File: src/rtl/dtr_pkg.sv
package dtr_pkg;
   typedef enum logic [1:0] {
      SRC_BASIC  = 2'd0,
      SRC_COMB   = 2'd1,
      SRC_SEQ    = 2'd2,
      SRC_ALWAYS = 2'd3
   } dtr_src_e;
endpackage

File: src/rtl/dtr_qualifier.sv
module dtr_qualifier
   import dtr_pkg::*;
(
   input  logic       trig_basic,
   input  logic       trig_comb,
   input  logic       trig_seq,
   input  logic [1:0] src_sel,
   input  logic       freeze,
   output logic       cap_fire
);
   logic src_hit;

   always_comb begin
      unique case (dtr_src_e'(src_sel))
         SRC_BASIC:  src_hit = trig_basic;
         SRC_COMB:   src_hit = trig_comb;
         SRC_SEQ:    src_hit = trig_seq;
         default:    src_hit = 1'b1;
      endcase
      cap_fire = src_hit & ~freeze;
   end
endmodule

File: src/rtl/dtr_ctrl.sv
module dtr_ctrl #(
   parameter int DEPTH = 8,
   parameter int PW    = 3,
   parameter int CNTW  = 4
) (
   input  logic            clk,
   input  logic            rst_n,
   input  logic            clear,
   input  logic            cap_fire,
   output logic            wr_en,
   output logic [PW-1:0]   wr_ptr,
   output logic [CNTW-1:0] fill_cnt,
   output logic            wrapped
);
   localparam bit POW2 = (DEPTH & (DEPTH - 1)) == 0;
   localparam logic [CNTW-1:0] FULL = CNTW'(DEPTH);

   logic [PW-1:0] ptr_nxt;

   assign wr_en = cap_fire & ~clear;

   generate
      if (POW2) begin : g_ptr_pow2
         assign ptr_nxt = wr_ptr + PW'(1);
      end else begin : g_ptr_mod
         assign ptr_nxt = (wr_ptr == PW'(DEPTH - 1)) ? '0 : wr_ptr + PW'(1);
      end
   endgenerate

   always_ff @(posedge clk or negedge rst_n) begin
      if (!rst_n) begin
         wr_ptr   <= '0;
         fill_cnt <= '0;
         wrapped  <= 1'b0;
      end else if (clear) begin
         wr_ptr   <= '0;
         fill_cnt <= '0;
         wrapped  <= 1'b0;
      end else if (wr_en) begin
         wr_ptr <= ptr_nxt;
         if (fill_cnt == FULL) wrapped  <= 1'b1;
         else                  fill_cnt <= fill_cnt + CNTW'(1);
      end
   end
endmodule

File: src/rtl/dtr_store.sv
module dtr_store #(
   parameter int DEPTH = 8,
   parameter int EW    = 36,
   parameter int PW    = 3,
   parameter int CNTW  = 4
) (
   input  logic            clk,
   input  logic            rst_n,
   input  logic            wr_en,
   input  logic [PW-1:0]   wr_ptr,
   input  logic [EW-1:0]   wr_entry,
   input  logic [CNTW-1:0] fill_cnt,
   input  logic            rd_req,
   input  logic [PW-1:0]   rd_idx,
   output logic            rd_ack,
   output logic            rd_hit,
   output logic [EW-1:0]   rd_entry
);
   logic [EW-1:0] mem [DEPTH];
   logic [PW:0]   slot_w;
   logic [PW-1:0] rd_slot;
   logic          hit;

   for (genvar g = 0; g < DEPTH; g++) begin : g_slot
      always_ff @(posedge clk) begin
         if (wr_en && wr_ptr == PW'(g)) mem[g] <= wr_entry;
      end
   end

   always_comb begin
      if ({1'b0, wr_ptr} > {1'b0, rd_idx})
         slot_w = {1'b0, wr_ptr} - (PW+1)'(1) - {1'b0, rd_idx};
      else
         slot_w = {1'b0, wr_ptr} + (PW+1)'(DEPTH - 1) - {1'b0, rd_idx};
      rd_slot = slot_w[PW-1:0];
      hit     = CNTW'(rd_idx) < fill_cnt;
   end

   always_ff @(posedge clk or negedge rst_n) begin
      if (!rst_n) begin
         rd_ack   <= 1'b0;
         rd_hit   <= 1'b0;
         rd_entry <= '0;
      end else begin
         rd_ack <= rd_req;
         if (rd_req) begin
            rd_hit   <= hit;
            rd_entry <= hit ? mem[rd_slot] : '0;
         end
      end
   end
endmodule

File: src/rtl/dbg_trace_ring.sv
module dbg_trace_ring #(
   parameter int AW    = 16,
   parameter int DW    = 16,
   parameter int CW    = 4,
   parameter int DEPTH = 8,
   localparam int PW   = (DEPTH > 1) ? $clog2(DEPTH) : 1,
   localparam int CNTW = $clog2(DEPTH + 1)
) (
   input  logic            clk,
   input  logic            rst_n,
   input  logic [AW-1:0]   cpu_addr,
   input  logic [DW-1:0]   cpu_data,
   input  logic [CW-1:0]   cpu_ctl,
   input  logic            trig_basic,
   input  logic            trig_comb,
   input  logic            trig_seq,
   input  logic [1:0]      src_sel,
   input  logic            freeze,
   input  logic            clear,
   input  logic            rd_req,
   input  logic [PW-1:0]   rd_idx,
   output logic            rd_ack,
   output logic            rd_hit,
   output logic [AW-1:0]   rd_addr,
   output logic [DW-1:0]   rd_data,
   output logic [CW-1:0]   rd_ctl,
   output logic [PW-1:0]   wr_ptr,
   output logic [CNTW-1:0] fill_cnt,
   output logic            wrapped
);
   localparam int EW = AW + DW + CW;

   generate
      if (DEPTH < 2) begin : g_bad_depth
         $error("dbg_trace_ring: DEPTH must be at least 2");
      end
      if (AW < 1 || DW < 1 || CW < 1) begin : g_bad_width
         $error("dbg_trace_ring: field widths must be positive");
      end
   endgenerate

   logic          cap_fire;
   logic          wr_en;
   logic [EW-1:0] rd_entry;

   dtr_qualifier i_qual (
      .trig_basic (trig_basic),
      .trig_comb  (trig_comb),
      .trig_seq   (trig_seq),
      .src_sel    (src_sel),
      .freeze     (freeze),
      .cap_fire   (cap_fire)
   );

   dtr_ctrl #(.DEPTH(DEPTH), .PW(PW), .CNTW(CNTW)) i_ctrl (
      .clk      (clk),
      .rst_n    (rst_n),
      .clear    (clear),
      .cap_fire (cap_fire),
      .wr_en    (wr_en),
      .wr_ptr   (wr_ptr),
      .fill_cnt (fill_cnt),
      .wrapped  (wrapped)
   );

   dtr_store #(.DEPTH(DEPTH), .EW(EW), .PW(PW), .CNTW(CNTW)) i_store (
      .clk      (clk),
      .rst_n    (rst_n),
      .wr_en    (wr_en),
      .wr_ptr   (wr_ptr),
      .wr_entry ({cpu_addr, cpu_data, cpu_ctl}),
      .fill_cnt (fill_cnt),
      .rd_req   (rd_req),
      .rd_idx   (rd_idx),
      .rd_ack   (rd_ack),
      .rd_hit   (rd_hit),
      .rd_entry (rd_entry)
   );

   assign {rd_addr, rd_data, rd_ctl} = rd_entry;
endmodule

File: config.mk
export PLATFORM = sky130hd
export DESIGN_NAME = dbg_trace_ring
export DESIGN_NICKNAME = d
export VERILOG_FILES = /design/src/rtl/dtr_pkg.sv /design/src/rtl/dtr_qualifier.sv /design/src/rtl/dtr_ctrl.sv /design/src/rtl/dtr_store.sv /design/src/rtl/dbg_trace_ring.sv
export SDC_FILE = /design/constraint.sdc
export NUM_CORES = 1
export LEC_CHECK = 0
export ABC_AREA = 1
export BUFFER_PORTS_ARGS = -buffer_cell sky130_fd_sc_hd__buf_2
export CAP_MARGIN = 20
export CORE_MARGIN = 2
export CORE_UTILIZATION = 61
export CTS_CLUSTER_SIZE = 25
export DETAILED_ROUTE_END_ITERATION = 7
export PLACE_DENSITY = 0.83
export REMOVE_ABC_BUFFERS = 1
export SLEW_MARGIN = 15
export SYNTH_ARGS = -nofsm -noshare
export SYNTH_HDL_FRONTEND = slang
export SYNTH_SLANG_ARGS = --single-unit
File: constraint.sdc
create_clock -name clk -period 5.3 [get_ports clk]
set_clock_uncertainty 0.1 [all_clocks]
set_input_delay 0.265 -clock clk [delete_from_list [all_inputs] [get_ports clk]]
set_output_delay 0.265 -clock clk [all_outputs]
set_load 0.005 [all_outputs]
==> results.yml, run 1 <==
global_route:
  grtUsageTotal_pct: 25.2
  antenna_found_initial: 1
  grt_max_degree: 93
  grt_pass1_wl_um: 50500
  gr-total-overflow: 0
  grt_pass1_vias: 10100
clocking:
  htree_levels: 2
  tritoncts: "yes"
  cts_buffers: 34
  cts_setup_buffers: 0
  ctsHoldBuffers: 39
  clock-sinks: 334
  cts_buffer_depth: 3
  clock_latency_ps: 500
  clk_pin_slew_ps: 60
  cts_root_buf: "clkbuf_16"
  ctsResizeCount: 0
die:
  die_w_um: 159
  dieArea_um2: 25400
  io_pins: 95
  start_util_pct: 62.3
  die_h_um: 159
  rows: 56
  core_um2: 23600
logic_synthesis:
  ys_warn_count: 0
  synth.most_common_cell: "nand2_1"
  synthCells: 1507
  syn_area_per_cell_um2: 9.77
  yosys.area.top_type_share_pct: 58.8
  synthTopCellsByCount: "nand2_1, inv_1, edfxtp_1"
  yosysSeqAreaShare_pct: 66.6
  synth_flop_cell: "edfxtp_1"
  syn_area_um2: 14700
  synth_top_area_cell: "edfxtp_1"
  synth.area.top_cells: "edfxtp_1, nand2_1, inv_1"
  synth_enable_flop_cells: 288
  synthDistinctLibCells: 26
  ys_ff_latch: 334
  async_flop_share_pct: 13.8
drt:
  drcViolationCount: 0
  drtPass1Iterations: 5
  routed_via_density: 5.14
  drtIter0Drc: 748
  postRouteAntennaNets: 0
  routedWlPerCell_um: 16.1
  routed-via-count: 10200
  wirelength_um: 31800
layout:
  finalCoreUtilization_pct: 71.2
  drive_above_1_share_pct: 10.6
  fin_nets: 1694
  syn_to_final_growth_pct: 14.2
sta:
  slew_headroom_pct: 32.7
  fmax_mhz: 316
  whs_ps: 71.2
  hold_viol: 0
  tightest_slew_ps: 1010
  report.final.slew_viol_count: 0
  rsz0062_at_grt: "no"
  period_share_pct: 59.7
  post-route-min-period_ps: 3170
  finalSetupViolCount: 0
  setup_tns_ps: 0
setup_path:
  worstSetupPathType: "reg2reg"
  required_ps: 5590
  crit_path_end_kind: "flop"
  cp_max_fo: 92
  arrival_ps: 3450
  crit_path_start_kind: "flop"
pwr:
  p_leak_uw: 0.00810
  p_per_area_nw_per_um2: 347
  power_uw: 5840
  peakVddDrop_mv: 0.230
job:
  maxCapViolations: 0
placement:
  hpwl_um: 16200
  portBuffers: 94
  routabilityCongestion: 0.772
min_path:
  hold_class: "in2reg"
status:
  status: "completed"
## per-stage QoR
| stage | area (µm²) | setup WS, ps | instances |
|---|---|---|---|
| floorplan | 14400 | 552 | 1448 |
| global placement | 15400 | 2330 | 1876 |
| detailed placement | 15400 | 2230 | 1876 |
| CTS | 16800 | 2170 | 1976 |
| global route | 16800 | 1950 | 1978 |
| finish | 16800 | 2130 | 1978 |
## layout make-up
cell class              count  area (µm²)
multi-input cells         799        3440
well taps                 319         399
inverters                 315        1180
clock buffers              49         938
flip-flops and latches    334        9800
fillers                  1617        6800
clock inverters            12        61.3
repair buffers            149         993
diodes                      1        2.50
## layout by cell type, fill, tap and decap left out
| cell type | count |
|---|---|
| nand2_2 | 2 |
| nand2_4 | 2 |
| clkinvlp_4 | 1 |
| ha_4 | 1 |
| nand3b_1 | 1 |
| inv_6 | 1 |
| inv_2 | 2 |
| nor2_1 | 5 |
| clkbuf_16 | 35 |
| o21ai_0 | 5 |
| ha_1 | 10 |
| nand4_1 | 3 |
| dfrtp_1 | 46 |
| nand3_1 | 151 |
| clkbuf_1 | 13 |
| buf_2 | 94 |
| buf_12 | 1 |
| edfxtp_1 | 288 |
| nand2_1 | 604 |
| clkinv_1 | 5 |
| buf_4 | 15 |
| clkinv_2 | 6 |
| inv_4 | 1 |
| fa_2 | 1 |
| inv_1 | 311 |
| xor2_1 | 1 |
| dlygate4sd3_1 | 39 |
| diode_2 | 1 |
| nor2_4 | 2 |
| nand3_2 | 4 |
| nor3_2 | 6 |
| nor2_2 | 1 |
| clkbuf_8 | 1 |
## flip-flops by register name (all words and copies together), names as in the netlist
register / cells
i_store.rd_entry: 36
i_ctrl.wr_ptr: 3
i_store.mem: 288
i_ctrl.wrapped: 1
i_store.rd_ack: 1
i_store.rd_hit: 1
i_ctrl.fill_cnt: 4
## worst paths after layout
| path | startpoint | endpoint | slack, ps | cells past startpoint |
|---|---|---|---|---|
| worst min register to register | i_store.rd_entry[23]$_DFFE_PN0P_ | i_store.rd_entry[23]$_DFFE_PN0P_ | 370 | 2 |
| worst max register to register | i_ctrl.wr_ptr[0]$_DFFE_PN0P_ | i_store.rd_entry[34]$_DFFE_PN0P_ | 2130 | 10 |
| min in group asynchronous | rst_n | i_ctrl.wr_ptr[2]$_DFFE_PN0P_ | 370 | 3 |
| max in group asynchronous | rst_n | i_store.rd_entry[3]$_DFFE_PN0P_ | 4230 | 3 |
| worst max-delay path | i_ctrl.wr_ptr[0]$_DFFE_PN0P_ | i_store.rd_entry[34]$_DFFE_PN0P_ | 2130 | 10 |
| worst min-delay path | freeze | i_ctrl.wrapped$_DFFE_PN0P_ | 70 | 4 |
## worst max-delay path, cell delays in order (launching register included)
cell and delay (ps):
dfrtp_1 450, ha_4 440, inv_4 510, buf_4 850, nand2_1 180, nand3_1 130
nand2_1 70, nand2_1 70, nand2_1 60, nand2_1 60, nand2_1 50
## cells by family (layout without fill, tap and decap cells)
group	after synthesis	count (layout)	synth area share [%]
AND/OR/NAND/NOR	781	781	21.6
AO/OA/AOI/OAI	5	5	0.170
buffers and inverters	374	525	10.5
other	0	1	0
XOR/XNOR	1	1	0.0595
adder cells (fa/ha/maj)	12	12	1.07
flip-flops	334	334	66.6
## power by group
part / internal, µW / total, µW / leakage, µW / switching [µW]
Clock: 1230 / 2160 / 0.000488 / 930
Sequential: 2920 / 2950 / 0.00321 / 30.4
Combinational: 240 / 731 / 0.00440 / 491
Total: 4390 / 5840 / 0.00810 / 1450
## routing by layer
| layer | up-vias | routed length, µm | GRT usage (%) | share of wire (%) |
|---|---|---|---|---|
| met3 | 72 | 2240 | 3.46 | 7.0 |
| met1 | 4804 | 12400 | 31.6 | 39 |
| met2 | 379 | 16400 | 45.0 | 52 |
| met4 | 0 | 741 | 9.01 | 2.3 |
| li1 | 4908 | - | - | - |
| met5 | - | 0 | 0 | 0 |
(Power assumes the default switching activity.)
==> run 2, diff against run 1 <==
--- a/config.mk
+++ b/config.mk
@@ -5,11 +5,11 @@
 export SDC_FILE = /design/constraint.sdc
 export NUM_CORES = 1
 export LEC_CHECK = 0
-export ABC_AREA = 1
+export ABC_AREA = 0
 export BUFFER_PORTS_ARGS = -buffer_cell sky130_fd_sc_hd__buf_2
 export CAP_MARGIN = 20
 export CORE_MARGIN = 2
-export CORE_UTILIZATION = 61
+export CORE_UTILIZATION = 60
 export CTS_CLUSTER_SIZE = 25
 export DETAILED_ROUTE_END_ITERATION = 7
 export PLACE_DENSITY = 0.83
==> constraint.sdc (replaced) <==
create_clock -name clk -period 3.2 [get_ports clk]
set_clock_uncertainty 0.1 [all_clocks]
set_input_delay 0.16 -clock clk [delete_from_list [all_inputs] [get_ports clk]]
set_output_delay 0.16 -clock clk [all_outputs]
set_load 0.005 [all_outputs]
==> run 2 against run 1 <==
Effect of this change:
- design area shrank 9.4%
- worst hold slack better by 24 ps
- die area decreased by 12%
- wire length fell by 12%
- worst setup slack worse by 1800 ps
- via count shrank 35%
- critical path type unchanged
- critical endpoint is now i_store.rd_entry[14]$_DFFE_PN0P_
==> results.yml, run 2 <==
logic_synthesis:
  yosysSeqAreaShare_pct: 76.8
  ys_ff_latch: 334
  synthTopCellsByCount: "edfxtp_1, mux4_2, dfrtp_1, inv_1, mux2i_1"
  ys_warn_count: 0
  yosys.area.top_type_share_pct: 67.7
  async_flop_share_pct: 13.8
  syn_area_um2: 12800
  synth_enable_flop_cells: 288
  synth_flop_cell: "edfxtp_1"
  synth.area.top_cells: "edfxtp_1, mux4_2, dfrtp_1"
  syn_area_per_cell_um2: 21.1
  synth.most_common_cell: "edfxtp_1"
  synthDistinctLibCells: 33
  synth_top_area_cell: "edfxtp_1"
  synthCells: 604
layout:
  reg_top3: "i_store.mem: 288 flops, i_store.rd_entry: 36 flops, i_ctrl.fill_cnt: 4 flops"
  largest_reg_flops: 288
  final_cell_mix: "edfxtp_1, buf_2, mux4_2"
  fin_nets: 824
  fill_cells: 1178
  final_common_cell: "edfxtp_1"
  syn_to_final_growth_pct: 19.3
  largest_register: "i_store.mem"
  drive_above_1_share_pct: 31.3
setup_path:
  crit_path_end_kind: "flop"
  slowest_stage: "fa_4"
  arrival_ps: 3160
  cp_max_fo: 30
  timing.reg2reg.setup_slack_ps: 330
  required_ps: 3500
  worstSetupPathType: "reg2reg"
  critPathTopFamily: "adder cells"
  r2r_end: "i_store.rd_entry[14]$_DFFE_PN0P_"
  path_cells: "ha_4, fa_4, buf_12, mux4_2, mux2i_1, o22ai_1"
  rr_startpoint: "i_ctrl.wr_ptr[0]$_DFFE_PN0P_"
  reg2reg_depth: 6
  worst-path-buf-inv: 1
  crit_path_start_kind: "flop"
  slowest_delay_ps: 1010
drt:
  drcViolationCount: 0
  wirelength_um: 28100
  postRouteAntennaNets: 0
  routedWlPerCell_um: 26.5
  drtIter0Drc: 580
  routed-via-count: 6567
  routed_via_density: 6.18
  drtPass1Iterations: 4
pwr:
  p_leak_uw: 0.00549
  p_sw_uw: 2180
  seqPwrFrac_pct: 50.4
  peakVddDrop_mv: 0.449
  p_per_area_nw_per_um2: 642
  p_comb_share_pct: 12.0
  intPower_uw: 7600
  power_uw: 9780
  p_sw_share_pct: 22.3
  p_clk_share_pct: 37.6
global_route:
  grt_pass1_vias: 6957
  grt_pass1_wl_um: 42000
  gr-total-overflow: 0
  antenna_found_initial: 1
  grtUsageTotal_pct: 26.1
  grt_max_degree: 39
clocking:
  cts_setup_buffers: 0
  clk_pin_slew_ps: 60
  cts_buffer_depth: 3
  clock_latency_ps: 550
  htree_levels: 1
  cts_buffers: 31
  cts_root_buf: "clkbuf_16"
  tritoncts: "yes"
  clock-sinks: 334
job:
  maxCapViolations: 0
placement:
  hpwl_um: 13900
  routabilityCongestion: 0.697
  portBuffers: 94
min_path:
  hold_class: "in2reg"
  hold-path-endpoint: "i_store.rd_ack$_DFF_PN0_"
  worstHoldPathCells: 2
  min-delay-start: "rd_req"
die:
  start_util_pct: 60.9
  rows: 53
  core_um2: 21000
  io_pins: 95
  dieArea_um2: 22500
  die_w_um: 150
  die_h_um: 150
sta:
  whs_ps: 94.9
  report.final.slew_viol_count: 0
  finalSetupViolCount: 0
  period_share_pct: 89.6
  rsz0062_at_grt: "no"
  tightest_slew_ps: 1000
  hold_viol: 0
  slew_headroom_pct: 33.1
  post-route-min-period_ps: 2870
  fmax_mhz: 349
status:
  status: "completed"
-- run 2: how the worst max path moves through the flow --
| stage | start | end | slack, ps | cells after the start |
|---|---|---|---|---|
| finish | i_ctrl.wr_ptr[0]$_DFFE_PN0P_ | i_store.rd_entry[14]$_DFFE_PN0P_ | 330 | 6 |
| global route | i_ctrl.wr_ptr[0]$_DFFE_PN0P_ | i_store.rd_entry[9]$_DFFE_PN0P_ | 240 | 6 |
| CTS | i_ctrl.wr_ptr[0]$_DFFE_PN0P_ | i_store.rd_entry[31]$_DFFE_PN0P_ | 320 | 6 |
| detailed placement | i_ctrl.wr_ptr[0]$_DFFE_PN0P_ | i_store.rd_entry[31]$_DFFE_PN0P_ | 340 | 6 |
| global placement | i_ctrl.wr_ptr[0]$_DFFE_PN0P_ | i_store.rd_entry[31]$_DFFE_PN0P_ | 420 | 6 |
| floorplan | i_ctrl.wr_ptr[0]$_DFFE_PN0P_ | i_store.rd_entry[0]$_DFFE_PN0P_ | -1200 | 4 |
-- run 2: cell type report --
class | count | area [µm²] | share of cell area, %
timing repair buffer | 153 | 1190 | 7.81
multi-input combinational | 197 | 2700 | 17.7
sequential | 334 | 9800 | 64.3
clock inverter | 10 | 130 | 0.854
tap | 275 | 344 | 2.26
clock buffer | 46 | 892 | 5.86
antenna | 1 | 2.50 | 0.0164
inverter | 46 | 173 | 1.13
-- run 2: power by group through the flow --
stage          clock [µW]  combinational (µW)  sequential [µW]
3_3_place_gp            0                1070             5000
4_1_cts              3700                1180             4920
3_5_place_dp            0                1110             5010
5_1_grt              3870                1260             4930
6_report             3680                1180             4930
2_1_floorplan           0                 740             5000
-- run 2: per-stage QoR --
stage	cells	utilization, %	instance area [µm²]	TNS, ps	setup WS (ps)
final	1062	72.7	15200	0	334
after global routing	1062	72.7	15200	0	243
after CTS	1061	72.7	15200	0	317
after detailed placement	965	65.9	13800	0	341
after global placement	965	65.9	13800	0	419
after floorplan	577	-	12600	-43170	-1200
-- run 2: worst register-to-register path: cells and delay by family, from the launching register on --
kind / cells / cell delay, ps
AOI/OAI and AO/OA: 1 / 120
DFF: 1 / 470
buffers and inverters: 1 / 280
adders and majority gates: 2 / 1210
muxes: 2 / 540
-- run 2: kinds of logic (layout without fill, tap and decap cells) --
kind of cell,Yosys count,count (layout),share of synthesized area [%]
AO/OA/AOI/OAI,45,45,2.27
XOR/XNOR,5,5,0.549
adder cells (fa/ha/maj),12,12,1.23
buffers and inverters,73,255,2.42
flip-flops,334,334,76.8
multiplexers,110,110,15.7
other,0,1,0
AND/OR/NAND/NOR,25,25,1.08
-- run 2: what timing repair did --
item                      4_1_cts  5_1_grt
resized for setup               0        0
hold endpoints to repair      327        0
hold buffers                   40        0
-- run 2: routing by layer --
layer,vias to the layer above,track usage (%),wire [µm]
met5,-,0,0
met2,409,44.6,14900
met3,52,5.30,2570
li1,2745,-,-
met4,0,8.77,582
met1,3361,34.0,10100
==> run 3, diff against run 2 <==
--- a/config.mk
+++ b/config.mk
@@ -9,10 +9,10 @@
 export BUFFER_PORTS_ARGS = -buffer_cell sky130_fd_sc_hd__buf_2
 export CAP_MARGIN = 20
 export CORE_MARGIN = 2
-export CORE_UTILIZATION = 60
+export CORE_UTILIZATION = 50
 export CTS_CLUSTER_SIZE = 25
 export DETAILED_ROUTE_END_ITERATION = 7
-export PLACE_DENSITY = 0.83
+export PLACE_DENSITY = 0.71
 export REMOVE_ABC_BUFFERS = 1
 export SLEW_MARGIN = 15
 export SYNTH_ARGS = -nofsm -noshare
==> run 3 against run 2 <==
Effect of this change:
- non-clock buffer count is the same
- sequential share of layout area rose by 0.28 points
- combinational power decreased by 4%
- first-iteration DRC count shrank 4.5%
- global-route usage down 6.0 points
- maximum frequency rose by 2.5%
- critical path depth did not move
- largest cell class unchanged
- highest routed layer unchanged
==> results.yml, run 3 (same netlist as run 2, synthesis figures left out) <==
layout:
  final_cell_mix: "edfxtp_1, buf_2, mux4_2"
  largest_register: "i_store.mem"
  final_common_cell: "edfxtp_1"
  fill_cells: 1804
  reg_top3: "i_store.mem: 288 flops, i_store.rd_entry: 36 flops, i_ctrl.fill_cnt: 4 flops"
  final_cell_count_no_fill: 1114
  drive_above_1_share_pct: 31.0
  largest_reg_flops: 288
  syn_to_final_growth_pct: 18.8
  fin_nets: 824
  antenna_cells: 0
sta:
  report.final.slew_viol_count: 0
  whs_ps: 23.1
  period_share_pct: 87.4
  hold_viol: 0
  post-route-min-period_ps: 2800
  worst_slack_ps: 404
  slew_headroom_pct: 58.2
  tightest_slew_ps: 627
  setup_tns_ps: 0
  fmax_mhz: 358
  finalSetupViolCount: 0
  rsz0062_at_grt: "no"
drt:
  top_layer_used: "met4"
  routed-via-count: 6246
  postRouteAntennaNets: 0
  routedWlPerCell_um: 23.2
  drtPass1Iterations: 5
  wl_met2_um: 13500
  drcViolationCount: 0
  wl_met3_um: 1230
  routed_via_density: 5.61
  wirelength_um: 25900
  drtIter0Drc: 554
  m1WireLength_um: 10800
die:
  die_h_um: 164
  die_w_um: 164
  core_um2: 25100
  start_util_pct: 50.8
  dieArea_um2: 26800
  rows: 58
  io_pins: 95
min_path:
  min-delay-start: "src_sel[1]"
  hold-path-endpoint: "i_ctrl.wrapped$_DFFE_PN0P_"
  worstHoldPathCells: 5
  hold_class: "in2reg"
placement:
  portBuffers: 94
  hpwl_um: 14200
  dp_cells: 1020
  post-place-ws_ps: 411
  routabilityCongestion: 0.743
clocking:
  cts_buffer_depth: 3
  clk_pin_slew_ps: 60
  clock_latency_ps: 550
  clock-sinks: 334
  cts_root_buf: "clkbuf_16"
  cts_buffers: 31
  cts_setup_buffers: 0
  tritoncts: "yes"
  htree_levels: 1
pwr:
  intPower_uw: 7320
  p_clk_share_pct: 35.8
  peakVddDrop_mv: 0.517
  p_sw_uw: 2100
  p_comb_share_pct: 12.0
  p_per_area_nw_per_um2: 621
  seqPwrFrac_pct: 52.2
  p_sw_share_pct: 22.3
  p_leak_uw: 0.00543
setup_path:
  reg2reg_depth: 6
  rr_startpoint: "i_ctrl.wr_ptr[0]$_DFFE_PN0P_"
  r2r_end: "i_store.rd_entry[7]$_DFFE_PN0P_"
  timing.reg2reg.setup_slack_ps: 400
  required_ps: 3490
  cp_max_fo: 30
  crit_path_end_kind: "flop"
  crit_path_start_kind: "flop"
  arrival_ps: 3090
  worstSetupPathType: "reg2reg"
global_route:
  grt_pass1_wl_um: 39500
  grt_pass1_vias: 6543
  antenna_found_initial: 0
  gr-total-overflow: 0
  grtUsageTotal_pct: 20.0
  grt_max_degree: 38
status:
  status: "completed"
job:
  maxCapViolations: 0
## run 3: changes by cell type in the layout (fill, tap and decap cells not counted)
cell	change
clkinv_1	+6
buf_12	-3
bufinv_16	-2
clkbuf_8	-4
buf_4	+4
buf_2	-1
diode_2	-1
clkbuf_1	-5
clkinv_2	+3
## run 3: power groups by stage
| stage | clock [µW] | sequential, µW | combinational, µW |
|---|---|---|---|
| floorplan | 0 | 5000 | 740 |
| global placement | 0 | 5000 | 1080 |
| detailed placement | 0 | 5010 | 1110 |
| CTS | 3440 | 4920 | 1160 |
| global route | 3610 | 4930 | 1230 |
| finish | 3370 | 4920 | 1130 |
## run 3: worst max path at each step
stage	from	cells past startpoint	end	slack, ps
after floorplan	i_ctrl.wr_ptr[0]$_DFFE_PN0P_	4	i_store.rd_entry[0]$_DFFE_PN0P_	-1200
after global placement	i_ctrl.wr_ptr[0]$_DFFE_PN0P_	6	i_store.rd_entry[7]$_DFFE_PN0P_	460
after detailed placement	i_ctrl.wr_ptr[0]$_DFFE_PN0P_	6	i_store.rd_entry[7]$_DFFE_PN0P_	410
after CTS	i_ctrl.wr_ptr[0]$_DFFE_PN0P_	6	i_store.rd_entry[7]$_DFFE_PN0P_	390
after global routing	i_ctrl.wr_ptr[0]$_DFFE_PN0P_	6	i_store.rd_entry[7]$_DFFE_PN0P_	340
final	i_ctrl.wr_ptr[0]$_DFFE_PN0P_	6	i_store.rd_entry[7]$_DFFE_PN0P_	400
## run 3: layout make-up
class / count / area, µm² / area share [%]
repair buffers: 153 / 1150 / 7.61
well taps: 330 / 413 / 2.72
flip-flops and latches: 334 / 9800 / 64.6
clock buffers: 37 / 818 / 5.40
inverters: 46 / 173 / 1.14
multi-input cells: 197 / 2700 / 17.8
clock inverters: 17 / 108 / 0.710
## run 3: per-layer routing
layer  vias up  global-route usage, %
li1       2745                      -
met1      3286                   27.7
met2       186                   34.6
met3        29                   2.83
met4         0                   4.03
met5         -                      0
## run 3: timing repair
action / CTS / global route
resized for setup: 0 / 0
hold buffers: 40 / 0
endpoints found under the hold margin: 332 / 0
## run 3: critical path, stage by stage, from the launching register on
cell     delay, ps
dfrtp_1        470
ha_4           200
fa_4           910
buf_12         250
mux4_2         350
mux2i_1        230
o22ai_1        100
## run 3: metrics by stage
stage | power [µW] | utilization (%) | instance area, µm²
finish | 9420 | 60.4 | 15200
global route | 9770 | 60.4 | 15200
CTS | 9520 | 60.4 | 15200
detailed placement | 6120 | 55.1 | 13800
global placement | 6090 | 55.1 | 13800
floorplan | 5740 | - | 12600
